===== config.mk =====
export PLATFORM = sky130hd
export DESIGN_NAME = lcd_plane_sequencer
export DESIGN_NICKNAME = d
export VERILOG_FILES = /design/src/rtl/lcdseq_pkg.sv /design/src/rtl/plane_seq_ctrl.sv /design/src/rtl/plane_seq_dp.sv /design/src/rtl/lcd_plane_sequencer.sv
export SDC_FILE = /design/constraint.sdc
export NUM_CORES = 1
export LEC_CHECK = 0
export ABC_AREA = 1
export BUFFER_PORTS_ARGS = -buffer_cell sky130_fd_sc_hd__buf_2
export CAP_MARGIN = 40
export CORE_AREA = 2 2 39 41
export DETAILED_ROUTE_END_ITERATION = 16
export DIE_AREA = 0 0 41 43
export PLACE_DENSITY = 0.49
export SLEW_MARGIN = 5
export SYNTH_ARGS = -nofsm -noshare
export SYNTH_HDL_FRONTEND = slang
export SYNTH_SLANG_ARGS = --single-unit

===== constraint.sdc =====
create_clock -name clk -period 1.5 [get_ports clk]
set_clock_uncertainty 0.15 [all_clocks]
set_input_delay 0.15 -clock clk [delete_from_list [all_inputs] [get_ports clk]]
set_output_delay 0.15 -clock clk [all_outputs]
set_load 0.005 [all_outputs]

===== src/rtl/lcdseq_pkg.sv =====
package lcdseq_pkg;
  typedef enum logic [1:0] {
    MODE_STATIC  = 2'd0,
    MODE_DUPLEX  = 2'd1,
    MODE_TRIPLEX = 2'd2,
    MODE_QUAD    = 2'd3
  } driveModeT;

  // strobes from control to datapath
  typedef struct packed {
    logic reload;   // jump to the last plane of the mode
    logic advance;  // move one plane forward and strobe
  } seqCtrlT;
endpackage


===== src/rtl/plane_seq_ctrl.sv =====
module plane_seq_ctrl
  import lcdseq_pkg::*;
(
  input  logic      clk,
  input  logic      rstN,
  input  logic [1:0] driveMode,
  input  logic      syncPulse,
  input  logic      stepTick,
  output seqCtrlT   ctrl
);
  logic [1:0] prevMode;
  logic       modeChanged;

  // remembers the mode seen at the previous edge, reset included
  always_ff @(posedge clk) begin
    prevMode <= driveMode;
  end

  assign modeChanged = (driveMode != prevMode);

  always_comb begin
    ctrl.reload  = !rstN || syncPulse || modeChanged;
    ctrl.advance = stepTick && !ctrl.reload;
  end
endmodule


===== src/rtl/plane_seq_dp.sv =====
module plane_seq_dp
  import lcdseq_pkg::*;
#(
  parameter int PLANE_W = 2
) (
  input  logic               clk,
  input  logic [1:0]         driveMode,
  input  logic               bankAlt,
  input  seqCtrlT            ctrl,
  output logic [PLANE_W-1:0] bitSel,
  output logic               xferStb
);
  localparam int NUM_PLANES = 1 << PLANE_W;
  localparam logic [PLANE_W-1:0] BANK_OFS = PLANE_W'(NUM_PLANES / 2);

  logic [PLANE_W-1:0] pos;
  logic [PLANE_W-1:0] posNext;
  logic [PLANE_W-1:0] lastPlane;
  logic               bankSwap;

  // the last plane index equals the mode code: 0,1,2,3
  assign lastPlane = PLANE_W'(driveMode);
  // alternate bank only applies in the two short modes
  assign bankSwap  = bankAlt && !driveMode[1];

  always_comb begin
    if (ctrl.reload)
      posNext = lastPlane;
    else if (ctrl.advance)
      posNext = (pos >= lastPlane) ? '0 : pos + PLANE_W'(1);
    else
      posNext = pos;
  end

  always_ff @(posedge clk) begin
    pos     <= posNext;
    bitSel  <= bankSwap ? (posNext | BANK_OFS) : posNext;
    xferStb <= ctrl.advance;
  end
endmodule


===== src/rtl/lcd_plane_sequencer.sv =====
module lcd_plane_sequencer
  import lcdseq_pkg::*;
#(
  parameter int PLANE_W = 2
) (
  input  logic               clk,
  input  logic               rstN,
  input  logic [1:0]         driveMode,
  input  logic               bankAlt,
  input  logic               syncPulse,
  input  logic               stepTick,
  output logic [PLANE_W-1:0] bitSel,
  output logic               xferStb
);
  seqCtrlT seqCtrl;

  plane_seq_ctrl u_ctrl (
    .clk       (clk),
    .rstN      (rstN),
    .driveMode (driveMode),
    .syncPulse (syncPulse),
    .stepTick  (stepTick),
    .ctrl      (seqCtrl)
  );

  plane_seq_dp #(.PLANE_W(PLANE_W)) u_dp (
    .clk       (clk),
    .driveMode (driveMode),
    .bankAlt   (bankAlt),
    .ctrl      (seqCtrl),
    .bitSel    (bitSel),
    .xferStb   (xferStb)
  );
endmodule


==> impl_metrics.env <==
export IMPL_die_area_sq_um=1760
export IMPL_wl_met2_um=306
export IMPL_port_buffer_count=9
export IMPL_synth_seq_area_share_pct=34.0
export IMPL_placedCellCount=72
export IMPL_syn2layout_area_growth_pct=31.7
export IMPL_power_density_nw_per_um2=857
export IMPL_cts_buffers=3
export IMPL_rsz0062_at_grt="no"
export IMPL_fin_crit_ns=1.36
export IMPL_grt_pass1_wl_um=1190
export IMPL_synth_ff_type="dfxtp_1"
export IMPL_cts_setup_buffers=0
export IMPL_cap_violations=0
export IMPL_layoutNonFillerInstCount=79
export IMPL_critPathSlowestCell="edfxtp_1"
export IMPL_cp_cell_sequence="inv_1 > ha_1 > nand2_1 > nand3_1 > nor2_1 > nand2_2 > o21ai_2"
export IMPL_final_cell_area_sq_um=504
export IMPL_hold_violations=0
export IMPL_cts_path_max_buffers=2
export IMPL_netlist_area_sq_um=383
export IMPL_gp_congestion=0.644
export IMPL_detail_route_antenna_nets=0
export IMPL_core_sq_um=1380
export IMPL_yosysMostFrequentCell="nand2_1"
export IMPL_gr_total_overflow=0
export IMPL_critPathMaxFanout=2
export IMPL_fillCellCount=150
export IMPL_die_h_um=43
export IMPL_ir_worst_vdd_mv=0.421
export IMPL_crit_arrival_ns=1.32
export IMPL_drive_above_1_share_pct=36.5
export IMPL_place_hpwl_um=547
export IMPL_grt_max_degree=5
export IMPL_netlist_instances=47
export IMPL_finalSetupViolations=0
export IMPL_cts_root_buf="clkbuf_4"
export IMPL_critPathMaxStageDelay_ns=0.39
export IMPL_io_pins=10
export IMPL_fmax_ghz=0.735
export IMPL_synth_seq_cells=6
export IMPL_nNetsFinal=73
export IMPL_clk_pin_slew_ns=0.05
export IMPL_synth_warnings=0
export IMPL_grt_usage_pct=10.2
export IMPL_synth_edf_count=1
export IMPL_rows=14
export IMPL_cts_max_level=1
export IMPL_wl_um=659
export IMPL_end_kind="flop"
export IMPL_tns_ns=0
export IMPL_diodes=0
export IMPL_fin_crit_sh_pct=90.8
export IMPL_antenna_found_initial=0
export IMPL_drt_iter0_drc=2
export IMPL_final_seq_area_sq_um=130
export IMPL_clk_latency_ns=0.24
export IMPL_top_layer="met4"
export IMPL_fp_dieW_um=41
export IMPL_critical_path_class="flop to flop"
export IMPL_crit_required_ns=1.46
export IMPL_drv_slew=0
export IMPL_synth_area_leaders="dfxtp_1 26%, nand3_4 9.2%, nand2_1 8.8%, edfxtp_1 7.8%, inv_1 7.8%"
export IMPL_synthDistinctLibCells=18
export IMPL_wl_per_cell_um=8.34
export IMPL_cp_start_kind="flop"
export IMPL_wl_met3_um=43
export IMPL_syn_avg_cell_area_sq_um=8.15
export IMPL_dr_pass1_iters=3
export IMPL_yosysTopAreaCellShare_pct=26.1
export IMPL_via_per_inst=4.01
export IMPL_async_flop_share_pct=0
export IMPL_worstMarginPinSlew_ns=0.155
export IMPL_wl_met1_um=296
export IMPL_fin_total_pwr_uw=432
export IMPL_yosys_top_cells_count="9 x nand2_1, 8 x inv_1, 5 x dfxtp_1, 5 x nor2_1"
export IMPL_cts_tree="yes"
export IMPL_syn_nets=56
export IMPL_route_detailed_drc=0
export IMPL_synth_area_leader_cell="dfxtp_1"
export IMPL_hold_path_class="input pin to flop"
export IMPL_initial_core_util_pct=27.7
export IMPL_multi_input_area_sq_um=208
export IMPL_relSlewSlack_pct=89.7
export IMPL_via_count=317
export IMPL_dpl_cell_area_sq_um=448
export IMPL_leakagePower_nw=0.254
export IMPL_clock_sinks=6
export IMPL_grt_pass1_vias=301
export IMPL_status="finished clean"
[kinds of logic (layout without fill, tap and decap cells)]
| group | after synthesis | after routing | synth area share [%] |
|---|---|---|---|
| adder cells (fa/ha/maj) | 2 | 2 | 6.53 |
| AND/OR/NAND/NOR | 25 | 25 | 41.8 |
| AO/OA/AOI/OAI | 2 | 2 | 3.59 |
| buffers and inverters | 11 | 27 | 11.8 |
| XOR/XNOR | 1 | 1 | 2.29 |
| flip-flops | 6 | 6 | 34.0 |
[cells in the final DEF (no fill, tap or decap), types with 3 or more instances in the layout]
cell | synthesis | routed
nor2_1 | 5 | 5
nand2_1 | 9 | 9
dfxtp_1 | 5 | 5
dlygate4sd3_1 | 0 | 3
inv_1 | 8 | 8
clkbuf_4 | 0 | 3
buf_2 | 0 | 9
[where the power goes]
group          leakage [nW]  switching [mW]  internal [mW]
logic                 0.186          0.0495         0.0417
clock network        0.0150          0.0597          0.101
registers            0.0525         0.00577          0.175
[worst max-delay path: cells and delay by family (launching register included)]
family,cells,cell delay [ns]
fa+ha+maj,1,0.22
buf+inv,1,0.07
compound gates,1,0.05
flops,1,0.39
simple gates,4,0.35
[path summary, 6_finish.rpt]
path / startpoint / endpoint / slack (ns) / cells past startpoint
worst min register to register: u_dp.pos[1] / u_dp.pos[1] / 0.43 / 2
worst min-delay path: stepTick / u_dp.bitSel[1] / 0.02 / 3
worst max-delay path: u_dp.pos[0] / u_dp.pos[0] / 0.14 / 7
worst max register to register: u_dp.pos[0] / u_dp.pos[0] / 0.14 / 7
[area by class of cell]
type                            instances  share of cell area [%]
Tap cell                               16                    3.97
Inverter                               10                    7.44
Timing Repair Buffer                   13                    16.4
Sequential cell                         6                    25.8
Clock buffer                            4                    5.21
Multi-Input combinational cell         30                    41.2
[through the flow]
| step | setup WS, ns | util (%) | hold slack (ns) |
|---|---|---|---|
| floorplan | 0.144 | - | 0.0277 |
| global placement | 0.136 | 32.4 | 0.158 |
| detailed placement | 0.147 | 32.4 | 0.161 |
| CTS | 0.129 | 36.4 | 0.0204 |
| global route | 0.0400 | 36.4 | 0.0258 |
| finish | 0.139 | 36.4 | 0.0239 |
[registers in the layout, indices dropped and copies added (netlist names)]
register         cells
u_ctrl.prevMode      2
u_dp.bitSel          1
u_dp.pos             2
u_dp.xferStb         1
[timing repair]
action / 4_1_cts / 5_1_grt
resized for setup: 0 / 0
hold endpoints to repair: 3 / 0
endpoints found under the setup margin: 0 / 0
hold buffers: 3 / 0
[metal layers]
metal / GRT usage [%] / vias to the layer above
met3: 4.71 / 2
met4: 6.00 / 0
met5: 0 / -
met2: 13.4 / 7
li1: - / 177
met1: 12.9 / 131
No activity file was read; power rests on OpenSTA's default activity.
